==> src/rtl/mpbus_arb_pkg.sv <==
package mpbus_arb_pkg;
   // Access classes, ordered so that a larger value outranks a smaller one.
   typedef enum logic [1:0] {
      CLS_NORM  = 2'd0,
      CLS_HPDMA = 2'd1,
      CLS_CORE  = 2'd2
   } acc_cls_e;
endpackage

==> src/rtl/mpbus_arb_sync.sv <==
module mpbus_arb_sync #(
   parameter int          W       = 8,
   parameter int          STAGES  = 2,
   parameter logic [W-1:0] RST_VAL = '1
) (
   input  logic         clk,
   input  logic         rst_n,
   input  logic [W-1:0] d,
   output logic [W-1:0] q
);
   generate
      if (STAGES == 0) begin : g_pass
         assign q = d;
      end else begin : g_chain
         logic [W-1:0] stg [STAGES];
         always_ff @(posedge clk or negedge rst_n) begin
            if (!rst_n) begin
               for (int s = 0; s < STAGES; s++) stg[s] <= RST_VAL;
            end else begin
               stg[0] <= d;
               for (int s = 1; s < STAGES; s++) stg[s] <= stg[s-1];
            end
         end
         assign q = stg[STAGES-1];
      end
   endgenerate
endmodule

==> src/rtl/mpbus_arb_rr.sv <==
module mpbus_arb_rr #(
   parameter int NODES = 8,
   localparam int ID_W = $clog2(NODES)
) (
   input  logic [ID_W-1:0]  owner,
   input  logic [NODES-1:0] req,
   output logic             any,
   output logic [ID_W-1:0]  next
);
   // Scan upward from owner+1 with wrap; k == NODES lands on the owner itself.
   always_comb begin
      logic             found;
      logic [ID_W-1:0]  idx;
      any   = |req;
      next  = owner;
      found = 1'b0;
      for (int k = 1; k <= NODES; k++) begin
         idx = owner + ID_W'(k);
         if (!found && req[idx]) begin
            next  = idx;
            found = 1'b1;
         end
      end
   end
endmodule

==> src/rtl/mpbus_arb_req.sv <==
module mpbus_arb_req
   import mpbus_arb_pkg::*;
(
   input  logic loc_req,
   input  logic loc_core,
   input  logic loc_hpdma,
   input  logic core_line_act,
   input  logic dma_line_act,
   output logic req_act,
   output logic core_drv,
   output logic dma_drv
);
   acc_cls_e own_cls, top_cls;

   always_comb begin
      if (loc_core)       own_cls = CLS_CORE;
      else if (loc_hpdma) own_cls = CLS_HPDMA;
      else                own_cls = CLS_NORM;

      if (core_line_act)     top_cls = CLS_CORE;
      else if (dma_line_act) top_cls = CLS_HPDMA;
      else                   top_cls = CLS_NORM;
   end

   assign req_act  = loc_req && (own_cls >= top_cls);
   assign core_drv = loc_req && (own_cls == CLS_CORE);
   assign dma_drv  = loc_req && (own_cls == CLS_HPDMA);
endmodule

==> src/rtl/mpbus_arb_node.sv <==
module mpbus_arb_node #(
   parameter int NODES       = 8,
   parameter int SYNC_STAGES = 2,
   localparam int ID_W = $clog2(NODES),
   localparam int SW   = NODES + 4
) (
   input  logic             clk,
   input  logic             rst_n,
   input  logic [ID_W-1:0]  node_id,
   input  logic             loc_req,
   input  logic             loc_core,
   input  logic             loc_hpdma,
   input  logic             loc_lock,
   input  logic [NODES-1:0] req_n_in,
   input  logic             core_pri_n_in,
   input  logic             dma_pri_n_in,
   input  logic             lock_n_in,
   input  logic             boundary_in,
   output logic             req_n_out,
   output logic             core_pri_drv,
   output logic             dma_pri_drv,
   output logic             lock_drv,
   output logic             is_master,
   output logic             local_grant
);
   generate
      if (NODES < 2 || (NODES & (NODES - 1)) != 0) begin : g_bad_nodes
         $error("NODES must be a power of two of at least 2");
      end
      if (SYNC_STAGES < 0 || SYNC_STAGES > 3) begin : g_bad_sync
         $error("SYNC_STAGES must lie in 0..3");
      end
   endgenerate

   // Synchronized view of the shared bus lines, identical in every node.
   logic [SW-1:0]    sh_raw, sh_s;
   logic [NODES-1:0] req_s_n;
   logic             core_s_n, dma_s_n, lock_s_n, bnd_s;

   assign sh_raw = {boundary_in, lock_n_in, dma_pri_n_in, core_pri_n_in, req_n_in};

   mpbus_arb_sync #(
      .W      (SW),
      .STAGES (SYNC_STAGES),
      .RST_VAL({1'b0, {(SW-1){1'b1}}})
   ) u_sync (
      .clk  (clk),
      .rst_n(rst_n),
      .d    (sh_raw),
      .q    (sh_s)
   );

   assign {bnd_s, lock_s_n, dma_s_n, core_s_n, req_s_n} = sh_s;

   // Node number is captured only while reset is held.
   logic [ID_W-1:0] id_q;
   always_ff @(posedge clk) begin
      if (!rst_n) id_q <= node_id;
   end

   // Ownership tracking.
   logic [ID_W-1:0] owner_q, rr_next;
   logic            rr_any;

   mpbus_arb_rr #(.NODES(NODES)) u_rr (
      .owner(owner_q),
      .req  (~req_s_n),
      .any  (rr_any),
      .next (rr_next)
   );

   always_ff @(posedge clk or negedge rst_n) begin
      if (!rst_n)                           owner_q <= '0;
      else if (bnd_s && lock_s_n && rr_any) owner_q <= rr_next;
   end

   // Request line and priority drives.
   logic req_act;

   mpbus_arb_req u_req (
      .loc_req      (loc_req),
      .loc_core     (loc_core),
      .loc_hpdma    (loc_hpdma),
      .core_line_act(!core_s_n),
      .dma_line_act (!dma_s_n),
      .req_act      (req_act),
      .core_drv     (core_pri_drv),
      .dma_drv      (dma_pri_drv)
   );

   assign req_n_out   = !req_act;
   assign is_master   = (owner_q == id_q);
   assign local_grant = is_master && loc_req;
   assign lock_drv    = is_master && loc_lock;
endmodule

==> config.mk <==
export PLATFORM = sky130hd
export DESIGN_NAME = mpbus_arb_node
export DESIGN_NICKNAME = d
export VERILOG_FILES = /design/src/rtl/mpbus_arb_pkg.sv /design/src/rtl/mpbus_arb_sync.sv /design/src/rtl/mpbus_arb_rr.sv /design/src/rtl/mpbus_arb_req.sv /design/src/rtl/mpbus_arb_node.sv
export SDC_FILE = /design/constraint.sdc
export NUM_CORES = 1
export LEC_CHECK = 0
export BUFFER_PORTS_ARGS = -buffer_cell sky130_fd_sc_hd__buf_4
export CAP_MARGIN = 10
export CELL_PAD_IN_SITES_DETAIL_PLACEMENT = 0
export CELL_PAD_IN_SITES_GLOBAL_PLACEMENT = 1
export CORE_ASPECT_RATIO = 0.9
export CORE_MARGIN = 10
export CORE_UTILIZATION = 46
export CTS_CLUSTER_SIZE = 24
export DETAILED_ROUTE_END_ITERATION = 6
export PLACE_DENSITY_LB_ADDON = 0.1
export REMOVE_ABC_BUFFERS = 1
export SYNTH_ARGS = -nofsm -noshare
export SYNTH_HDL_FRONTEND = slang
export SYNTH_SLANG_ARGS = --single-unit
==> constraint.sdc <==
create_clock -name clk -period 3.99 [get_ports clk]
set_input_delay 0.1995 -clock clk [delete_from_list [all_inputs] [get_ports clk]]
set_output_delay 0.1995 -clock clk [all_outputs]
set_load 0.01 [all_outputs]
# After elaboration in Yosys (flattened, before gate mapping)
# Cells that the tools add are included.
dict set report word_totals {
  regBits 30
  in_bits 21
}
dict set report classes {
  addsub 7
  n_lt_le_gt_ge 9
  eq_ne 3
  mux 34
  bitwise 2
  n_reduce_logical 25
}
# cell count
set ops {}
lappend ops {{$lt A3 B4 Y1 const B} 8}
lappend ops {{$bmux W1 S3} 8}
lappend ops {{$mux W3} 7}
lappend ops {{$mux W1} 17}
lappend ops {{$logic_and A1 B1 Y1} 14}
lappend ops {{$add A3 B3 Y3 const B} 4}
lappend ops {{$logic_not A1 Y1} 8}
lappend ops {{$not A8 Y8} 1}
lappend ops {{$reduce_or A8 Y1} 1}
lappend ops {{$reduce_bool A7 Y1} 1}
lappend ops {{$add A3 B2 Y3 const B} 2}
lappend ops {{$mux W2} 2}
lappend ops {{$add A3 B1 Y3 const B} 1}
lappend ops {{$eq A3 B3 Y1} 1}
lappend ops {{$reduce_and A3 Y1} 1}
lappend ops {{$eq A2 B1 Y1 const B} 1}
lappend ops {{$eq A2 B2 Y1 const B} 1}
lappend ops {{$ge A2 B2 Y1} 1}
lappend ops {{$not A1 Y1} 1}

# Depth between registers and ports, before layout
# Gate-level depths: netlist of run 1.
dict set report depth {
  depth_word 26
  mapped_depth 12
  mapped_depth_nobuf 8
}

# Hierarchy
# From an unflattened synthesis of run 1, not the netlist that was laid out.
dict set report unflattened {
  hier_cells 182
  area_unflattened_um2 2107.0
}
# module n_inst cells_each area_each_um2 seq_area_each_um2
set modules_own_cells {}
lappend modules_own_cells {mpbus_arb_rr 1 107 1004.7 0.0}
lappend modules_own_cells {mpbus_arb_sync 1 36 718.2 628.1}
lappend modules_own_cells {mpbus_arb_node 1 28 297.8 165.2}
lappend modules_own_cells {mpbus_arb_req 1 11 86.3 0.0}

# Worst setup path after synthesis of run 1
# No wires, ideal clock.
dict set report synth_path {
  kind {reg-to-reg}
  startpoint {reg owner_q[1]}
  endpoint {reg owner_q[0]}
  t_arrival_ps 2911
  required_time_ps 3854
  slack_ps 943
  path_stages_with_launch 13
  cell_sequence {dfrtp_1 > buf_2 > buf_2 > inv_1 > ha_1 > clkbuf_2 > buf_2 > mux4_2 > mux2_2 > and4_1 > a41oi_2 > nand4b_1 > xnor2_1}
}
dict set report synth_between {
  elab_chain_len 26
  word_cells_on_any_way 53
}
# element line_no
set synth_lines {}
lappend synth_lines {{start, declared} mpbus_arb_node.sv:62} ;# logic [ID_W-1:0] owner_q, rr_next;
lappend synth_lines {{start signal, assigned} mpbus_arb_node.sv:74} ;# else if (bnd_s && lock_s_n && rr_any) owner_q <= rr_next;
lappend synth_lines {{$add A3 B1 Y3} mpbus_arb_rr.sv:18} ;# idx = owner + ID_W'(k);
lappend synth_lines {{$bmux W1 S3} mpbus_arb_rr.sv:19} ;# if (!found && req[idx]) begin
lappend synth_lines {{$mux W1 (not written as such)} mpbus_arb_rr.sv:19}
lappend synth_lines {{$mux W1} mpbus_arb_rr.sv:19}
lappend synth_lines {{$logic_not A1 Y1} mpbus_arb_rr.sv:19}
lappend synth_lines {{$logic_and A1 B1 Y1} mpbus_arb_rr.sv:19}
lappend synth_lines {{$mux W1} mpbus_arb_rr.sv:19}
lappend synth_lines {{$logic_not A1 Y1} mpbus_arb_rr.sv:19}
lappend synth_lines {{(+10 left out)} --}
lappend synth_lines {{$mux W1} mpbus_arb_rr.sv:19}
lappend synth_lines {{$logic_not A1 Y1} mpbus_arb_rr.sv:19}
lappend synth_lines {{$logic_and A1 B1 Y1} mpbus_arb_rr.sv:19}
lappend synth_lines {{$mux W1} mpbus_arb_rr.sv:19}
lappend synth_lines {{$logic_not A1 Y1} mpbus_arb_rr.sv:19}
lappend synth_lines {{$logic_and A1 B1 Y1} mpbus_arb_rr.sv:19}
lappend synth_lines {{$not A1 Y1 (no source line)} --}
lappend synth_lines {{$reduce_and A3 Y1 (no source line)} --}
# Parallel ways exist; a longest one is shown, timed or not. The select of a mux whose other input is x is not followed.
# A chain may end at the register's enable or synchronous reset.

# Worst setup path after layout of run 1
dict set report layout_path {
  startpoint {reg owner_q[1]}
  endpoint {reg owner_q[1]}
}
# Same word-level chain as after synthesis.

==> summary.txt, run 1 <==
Status
  • Outcome: finished, final reports clean

Global route
  • Vias in the first global route: 1461
  • First-pass GRT wire length: 7010 um
  • Grt ovf: 0
  • Total track usage: 0.1267
  • Pin count of the biggest net entering global routing: 29
  • Initial antenna violation count: 0

STA
  • Tcrit/Tclk final: 0.7611
  • RSZ-0062 raised after global routing: false
  • PnR worst setup slack: 953.2 ps
  • Worst-Margin Slew: 723.2 ps
  • Final setup fails: 0
  • Min cycle time layout: 3037 ps
  • Rel. slew slack: 0.5054
  • Fin Setup TNS: 0 ps
  • Max Fclk: 329.3 MHz
  • Final hold violation count: 0
  • Max-slew violations: 0
  • Final Skew: 2.034 ps

Setup path
  • CP arrival: 3240 ps
  • Crit path capture type: register
  • Critical Path RT: 4190 ps
  • Setup CP Type: reg -> reg
  • Startpoint types: register
  • Max FO, Critical Path: 20

Final layout
  • Share of layout cells above drive strength 1: 0.4254
  • Final Core Density: 0.5760
  • Final #Nets: 205
  • Filler Cells Inserted: 325
  • Final instance area: 0.002195 mm2
  • Area delta synth->final: 17.40%
  • Most frequent cells in the layout: 28 x buf_4, 22 x dfstp_2, 12 x mux4_2, 10 x nor2_1
  • Antenna cells: 0
  • Commonest non-fill, non-tap cell in the layout: buf_4

Min path
  • Hold crit path type: in -> reg

Floorplan
  • Row cnt: 21
  • IO Count: 27
  • Die width: 87.20 um
  • Die Y: 80.48 um
  • Core ar.: 0.003810 mm2
  • Die footprint: 0.007017 mm2
  • Starting Density: 0.4906

Clock network
  • Skew-Pair Late Insertion Delay: 270 ps
  • CTS buffer count: 5
  • Root Buffer: clkbuf_8
  • H-tree Lvls: 2
  • CTS sink count: 30
  • Post_cts resized: 0
  • # hold bufs at CTS: 1
  • Post-CTS Setup Bufs: 0
  • Worst-case clock buffer depth: 2
  • Worst-path clk slew: 60 ps
  • CTS tree: yes

Placed design
  • Number of I/O port buffers: 26
  • Placed Area: 0.002093 mm2
  • Routability cong.: 0.8156
  • Dpl hpwl: 3079 um
  • Post-place setup slack: 929.5 ps

Routing
  • DR DRC count: 0
  • Routed vias: 1376
  • Total Wirelength: 4010 um
  • Routed Antenna Nets: 0
  • DRT iter0 DRCs: 96
  • Routed length per instance: 17.67 um
  • Vias per cell: 6.062
  • DRT Pass-1 Iters: 4

Logic synthesis
  • Asr flop ratio synth: 0.9000
  • Syn Area/Cell: 12.30 um2
  • Top FF cell, synth: dfstp_2
  • Number of synthesized flops with an enable pin: 3
  • Mapped Area: 0.001869 mm2
  • Synthesized instance count: 152
  • Distinct cells, synth: 48
  • Sequential area share after synthesis: 0.4244
  • FF+latch count, synth: 30
  • Syn. warnings: 0

Job
  • Max Cap Viol: 0

Power
  • Leak: 0.8739 nW
  • Max VDD drop: 0.4099 mV
  • PwrDens: 842.7 mW/mm2
## cells in the mapped netlist (all sizes together) (2+ instances only)
cell type   n  share of area
o21ai       4          0.011
nor2       10          0.020
nand2       3         0.0060
edfxtp      3          0.048
a211oi      2         0.0080
ha          4          0.027
nor2b       4          0.013
o21a        3          0.012
a2111oi     2          0.019
o31ai       3          0.012
xnor2       3          0.014
o22ai       3          0.010
dfstp      22           0.31
buf         6          0.019
a21oi       5          0.013
clkbuf      2         0.0047
nand3       2         0.0054
a31oi       2         0.0067
xor2        6          0.032
mux4       13           0.16
mux2i       6          0.032
nand4       3          0.010
nor3        4          0.011
nand2b      2         0.0067
mux2        5          0.030
inv         6          0.012
dfrtp       5          0.067
or3         2         0.0067
and2        5          0.017
## where the power goes
| part | leakage (nW) | internal, W | switching, W |
|---|---|---|---|
| combinational | 0.508 | 0.000553 | 0.000657 |
| sequential | 0.318 | 0.000349 | 0.0000507 |
| clock | 0.0482 | 0.000139 | 0.000101 |
## kinds of logic (layout without fill, tap and decap cells)
kind of cell	count (synthesis)	in the layout	synth area share
buffers and inverters	14	43	0.03547
AND/OR/NAND/NOR	39	39	0.1125
multiplexers	24	24	0.2209
flip-flops	30	30	0.4244
AO/OA/AOI/OAI	32	32	0.1339
XOR/XNOR	9	9	0.04619
adder cells (fa/ha/maj)	4	4	0.02677
## cell type report
cell class	instances	area, um2	share of cell area
clock inverters	1	5.005	0.002281
inverters	6	22.52	0.01026
multi-input cells	108	1010	0.4601
clock buffers	7	86.33	0.03934
well taps	46	57.56	0.02623
flip-flops and latches	30	793.3	0.3615
repair buffers	29	220.2	0.1003
## routing by layer
layer / vias up / global-route usage / wire, um
li1: 634 / - / -
met1: 684 / 0.1511 / 1741
met2: 46 / 0.2028 / 1979
met3: 12 / 0.03532 / 165
met4: 0 / 0.06847 / 124
met5: - / 0 / 0
## sequential cells by signal (all words and copies together) (netlist names)
| register | flops |
|---|---|
| owner_q | 3 |
| id_q | 3 |
| u_sync.q | 12 |
| u_sync.g_chain.stg | 12 |
## critical path, stage by stage (launching register included)
cell and delay (ps):
dfrtp_1 340, buf_4 280, ha_1 360, xor2_2 290
mux4_2 610, a2111oi_4 490, nand2_1 180, o211a_1 250
a21oi_1 140
## path summary, 6_finish.rpt
path	startpoint	endpoint	slack [ps]	cells after the start
worst max-delay path	owner_q[1]	owner_q[1]	950	8
worst min-delay path	core_pri_n_in	u_sync.g_chain.stg[20]	30	1
worst max register to register	owner_q[1]	owner_q[1]	950	8
worst min register to register	u_sync.g_chain.stg[23]	u_sync.q[11]	350	0
max in group asynchronous	rst_n	u_sync.g_chain.stg[17]	3320	2
min in group asynchronous	rst_n	u_sync.q[11]	380	2
## metrics by stage
step / std cells / hold slack (ps) / power, W
3_5_place_dp: 218 / 124.3 / 0.001606
5_1_grt: 227 / 9.127 / 0.002003
3_3_place_gp: 218 / 112.3 / 0.001611
4_1_cts: 227 / 16.38 / 0.001860
6_report: 227 / 28.54 / 0.001849
2_1_floorplan: 144 / -96.09 / 0.001334
No activity file was read; power rests on OpenSTA's default activity.
==> run 2, diff against run 1 <==
Settings changed: ABC_AREA from default to 1, CORE_UTILIZATION 46 to 39.
Clock period 3.99 ns to 2.75 ns, I/O delays scaled along.
==> run 2 against run 1 <==
  * Maximum frequency is 26% higher
  * Worst setup slack got worse by 620 ps
  * Global-route usage is 2.2 points lower
  * Largest power group unchanged
  * Non-clock buffer count up 13
  * Critical path type unchanged
==> summary.txt, run 2 <==
Status
  • Outcome: finished, final reports clean

Setup path
  • Max FO, Critical Path: 7
  • Crit path capture type: register
  • Startpoint types: register
  • End of the worst register-to-register path: owner_q[1]
  • Critical Path RT: 2910 ps
  • CP Capture Point: owner_q[1]
  • Setup CP Type: reg -> reg
  • Reg2reg setup slack: 340 ps
  • R2r worst-path depth: 17
  • Critical R2R Launch: owner_q[1]
  • Setup crit start: owner_q[1]
  • CP arrival: 2580 ps

Clock network
  • CTS tree: yes
  • Worst-path clk slew: 60 ps
  • Worst-case clock buffer depth: 2
  • H-tree Lvls: 2
  • Skew-Pair Late Insertion Delay: 280 ps
  • Root Buffer: clkbuf_8
  • CTS sink count: 30
  • CTS buffer count: 5

Logic synthesis
  • Syn Area/Cell: 9.414 um2
  • Post-synth top cells: 43 x nand2_1, 22 x dfstp_2, 20 x nand3_1, 19 x nand2_2, 13 x inv_1
  • Main area contributors after synthesis: dfstp_2 33%, nand2_1 9.2%, dfrtp_1 7.1%
  • Asr flop ratio synth: 0.9000
  • Synthesized instance count: 187
  • Synth area leader: dfstp_2
  • Mapped Area: 0.001760 mm2
  • Top-count cell post-synth: nand2_1
  • FF+latch count, synth: 30
  • Sequential area share after synthesis: 0.4506
  • Distinct cells, synth: 38
  • Syn. warnings: 0
  • Number of synthesized flops with an enable pin: 3
  • Top FF cell, synth: dfstp_2
  • Post-synth top area share: 0.3284

Routing
  • Routed Antenna Nets: 0
  • DRT Pass-1 Iters: 4
  • DRT iter0 DRCs: 110
  • DR DRC count: 0
  • Routed length per instance: 13.01 um
  • Vias per cell: 4.578
  • Routed vias: 1355
  • Total Wirelength: 3852 um

Final layout
  • Commonest non-fill, non-tap cell in the layout: nand2_1
  • Final #Nets: 258
  • Most frequent cells in the layout: 43 x nand2_1, 29 x buf_4, 22 x dfstp_2, 20 x nand3_1, 19 x nand2_2
  • Final Core Density: 0.5109
  • Area delta synth->final: 27.79%
  • Share of layout cells above drive strength 1: 0.4658
  • Filler Cells Inserted: 420
  • Antenna cells: 0
  • Final instance count without filler cells: 296

STA
  • Final setup fails: 0
  • Min cycle time layout: 2413 ps
  • Max-slew violations: 0
  • Fin Setup TNS: 0 ps
  • Tcrit/Tclk final: 0.8776
  • RSZ-0062 raised after global routing: false
  • Max Fclk: 414.3 MHz
  • Tightest hold margin: 33.33 ps
  • Worst-Margin Slew: 506.5 ps
  • Final hold violation count: 0
  • Final Skew: 3.109 ps
  • Rel. slew slack: 0.6623

Global route
  • Initial antenna violation count: 0
  • Total track usage: 0.1050
  • Vias in the first global route: 1394
  • Pin count of the biggest net entering global routing: 29
  • First-pass GRT wire length: 6624 um
  • Grt ovf: 0

Floorplan
  • IO Count: 27
  • Die width: 90.82 um
  • Starting Density: 0.3998
  • Core ar.: 0.004403 mm2
  • Row cnt: 23
  • Die Y: 83.74 um
  • Die footprint: 0.007605 mm2

Placed design
  • Dpl hpwl: 3041 um
  • Placed cells: 275
  • Routability cong.: 0.9811
  • Number of I/O port buffers: 26

Power
  • Leak: 1.062 nW
  • PwrDens: 1172 mW/mm2
  • Max VDD drop: 0.5627 mV
  • Total power: 0.002637 W

Job
  • Max Cap Viol: 0

Min path
  • Hold crit path type: in -> reg
-- run 2: what timing repair did --
| action | CTS | global route |
|---|---|---|
| hold buffers | 13 | 0 |
| gates resized for setup | 0 | 0 |
| buffers inserted | 0 | 0 |
| endpoints found under the setup margin | 0 | 0 |
| hold endpoints to repair | 17 | 0 |
-- run 2: final cells by class --
| cell class | count | area, um2 | area share |
|---|---|---|---|
| multi-input combinational | 131 | 837.1 | 0.3721 |
| sequential | 30 | 793.3 | 0.3526 |
| timing repair buffer | 42 | 347.8 | 0.1546 |
| inverter | 23 | 100.1 | 0.04449 |
| clock buffer | 6 | 82.58 | 0.03671 |
| tap | 62 | 77.57 | 0.03448 |
| clock inverter | 2 | 11.26 | 0.005006 |
-- run 2: power by group --
| group | switching (W) | total, W | internal (W) |
|---|---|---|---|
| clock network | 0.000162 | 0.000363 | 0.000201 |
| logic | 0.00110 | 0.00171 | 0.000600 |
| registers | 0.0000633 | 0.000569 | 0.000506 |
| total | 0.00133 | 0.00264 | 0.00131 |
-- run 2: how the worst min path moves through the flow --
stage / startpoint / endpoint / slack, ps / cells after the start
finish: node_id[2] / id_q[2] / 30 / 1
detailed placement: rst_n / u_sync.q[11] / 70 / 1
floorplan: rst_n / owner_q[0] / -160 / 0
CTS: node_id[2] / id_q[2] / 30 / 1
global placement: rst_n / u_sync.g_chain.stg[23] / 60 / 1
global route: node_id[1] / id_q[1] / 20 / 1
-- run 2: logic make-up (layout without fill, tap and decap cells) --
family	Yosys count	after routing	share of synthesized area
buffers and inverters	26	73	0.07392
AO/OA/AOI/OAI	10	10	0.04407
adder cells (fa/ha/maj)	4	4	0.02843
flip-flops	30	30	0.4506
AND/OR/NAND/NOR	113	113	0.3724
XOR/XNOR	4	4	0.03057
-- run 2: critical path, stage by stage (launching register included) --
cell     delay, ps
dfrtp_1        450
inv_6           70
ha_1           410
inv_2           90
nand3_1        150
nand3_2        100
nand2_4        110
inv_4           50
nor2_8         100
nand3_4         70
nor2_4         140
nand2_2         90
nor2_4         120
nand2_2         70
nand2_4         80
nor2_2          50
nand3_1         70
nand2_1         60
-- run 2: routing by layer --
metal | wire length, um | GRT usage | part of all wire
met1 | 1760 | 0.1318 | 0.46
met4 | 21 | 0.01707 | 0.0055
met5 | 0 | 0 | 0
met3 | 334 | 0.04496 | 0.087
met2 | 1736 | 0.1657 | 0.45
-- run 2: metrics by stage --
stage,instance area (um2),setup WS (ps)
global route,2250,170.6
floorplan,1730,328.1
global placement,2026,392.7
CTS,2250,342.4
finish,2250,336.5
detailed placement,2026,365.2
==> run 3, diff against run 2 <==
Settings changed: REMOVE_ABC_BUFFERS 1 to default.
==> run 3 against run 2 <==
  * Count of clock-buffer cells in the layout increased by 1
  * Maximum frequency is 0.72% higher
  * Design area rose by 1.6%
  * Sequential share of layout area is 0.56 points lower
  * Routed wire length shrank 7.8%
  * Critical path type unchanged
==> summary.txt, run 3 (same netlist as run 2, synthesis figures left out) <==
Routing
  • DRT iter0 DRCs: 97
  • Routed Antenna Nets: 0
  • DRT Pass-1 Iters: 4
  • Routed vias: 1345
  • Vias per cell: 4.559
  • Routed length per instance: 12.04 um
  • Total Wirelength: 3552 um
  • DR DRC count: 0

Clock network
  • Root Buffer: clkbuf_8
  • CTS buffer count: 5
  • CTS sink count: 30
  • Post-CTS Setup Bufs: 0
  • Worst-case clock buffer depth: 2
  • H-tree Lvls: 2
  • Worst-path clk slew: 60 ps
  • CTS tree: yes
  • Skew-Pair Late Insertion Delay: 270 ps

STA
  • Max Fclk: 417.3 MHz
  • Max-slew violations: 0
  • RSZ-0062 raised after global routing: false
  • Fin Setup TNS: 0 ps
  • Final setup fails: 0
  • Min cycle time layout: 2396 ps
  • Tightest hold margin: 39.00 ps
  • Worst-Margin Slew: 452.3 ps
  • Final hold violation count: 0
  • Final Skew: 4.631 ps
  • Rel. slew slack: 0.6985
  • Tcrit/Tclk final: 0.8713

Global route
  • Grt ovf: 0
  • Initial antenna violation count: 0
  • Pin count of the biggest net entering global routing: 29
  • Vias in the first global route: 1385
  • Total track usage: 0.09800
  • First-pass GRT wire length: 6216 um

Power
  • PwrDens: 1203 mW/mm2
  • Total power: 0.002751 W
  • Max VDD drop: 0.4720 mV
  • Leak: 1.075 nW

Setup path
  • Startpoint types: register
  • Max FO, Critical Path: 10
  • Setup CP Type: reg -> reg
  • CP arrival: 2560 ps
  • Crit path capture type: register
  • Critical Path RT: 2920 ps

Placed design
  • Placed Area: 0.002018 mm2
  • Routability cong.: 0.9181
  • Dpl hpwl: 2901 um
  • Number of I/O port buffers: 26

Floorplan
  • Die Y: 83.74 um
  • IO Count: 27
  • Die width: 90.82 um
  • Starting Density: 0.3998
  • Die footprint: 0.007605 mm2
  • Core ar.: 0.004403 mm2
  • Row cnt: 23

Final layout
  • Final #Nets: 257
  • Final Core Density: 0.5192
  • Antenna cells: 0
  • Area delta synth->final: 29.85%
  • Commonest non-fill, non-tap cell in the layout: nand2_1
  • Share of layout cells above drive strength 1: 0.4635
  • Most frequent cells in the layout: 43 x nand2_1, 28 x buf_4, 22 x dfstp_2, 20 x nand3_1, 19 x nand2_2
  • Final instance area: 0.002286 mm2
  • Filler Cells Inserted: 403

Min path
  • Hold crit path type: in -> reg

Status
  • Outcome: finished, final reports clean

Logic synthesis
  • Post-synthesis net count: 212

Job
  • Max Cap Viol: 0
==> run 3: changes by cell type in the layout (fill, tap and decap cells not counted), sizes merged <==
cell | previous run | this run
clkinv | 3 | 2
inv | 22 | 21
clkbuf | 6 | 7
bufinv | 0 | 1
buf | 29 | 28
==> run 3: final timing paths <==
| path | start | endpoint | slack (ps) | cells past startpoint |
|---|---|---|---|---|
| max | owner_q[0] | owner_q[0] | 350 | 17 |
| min | node_id[2] | id_q[2] | 40 | 1 |
| max reg2reg | owner_q[0] | owner_q[0] | 350 | 17 |
| min reg2reg | u_sync.g_chain.stg[17] | u_sync.q[5] | 360 | 0 |
| max in group asynchronous | rst_n | u_sync.q[9] | 2160 | 2 |
| min in group asynchronous | rst_n | u_sync.g_chain.stg[23] | 300 | 2 |
==> run 3: critical path, cell delays in order (launching register included) <==
cell and delay [ps]:
dfrtp_1 420, inv_2 120, ha_1 430, inv_2 90
nand3_1 140, nand3_2 100, nand2_4 110, inv_4 50
nor2_8 90, nand3_4 80, nor2_4 130, nand2_2 90
nor2_4 110, nand2_2 80, nand2_4 70, nor2_2 50
nand4_1 70, nand2_1 60
==> run 3: through the flow <==
stage               worst slack, ps  std cells
floorplan                     565.4        187
global placement              367.0        274
detailed placement            362.1        274
CTS                           348.9        295
global route                  132.1        295
finish                        353.8        295
==> run 3: repair_timing <==
item,in CTS,in global routing
gates resized for setup,0,0
hold buffers,13,0
hold endpoints to repair,17,0
==> run 3: power by group <==
part / leakage, nW / internal [W] / switching (W)
Sequential: 0.320 / 0.000506 / 0.0000650
Clock: 0.0696 / 0.000349 / 0.000154
Combinational: 0.686 / 0.000591 / 0.00109
==> run 3: area by class of cell <==
type / instances / area, um2 / area share
Sequential cell: 30 / 793.3 / 0.3470
Tap cell: 62 / 77.57 / 0.03394
Inverter: 23 / 100.1 / 0.04379
Timing Repair Buffer: 41 / 340.3 / 0.1489
Multi-Input combinational cell: 131 / 837.1 / 0.3662
Clock inverter: 1 / 30.03 / 0.01314
Clock buffer: 7 / 107.6 / 0.04707
==> run 3: routing by layer <==
layer  wire length (um)  vias up  GRT usage
met5                  0        -          0
met4                 10        0    0.02560
met3                197        2    0.03507
met2               1668       31     0.1631
met1               1677      621     0.1167
li1                   -      691          -
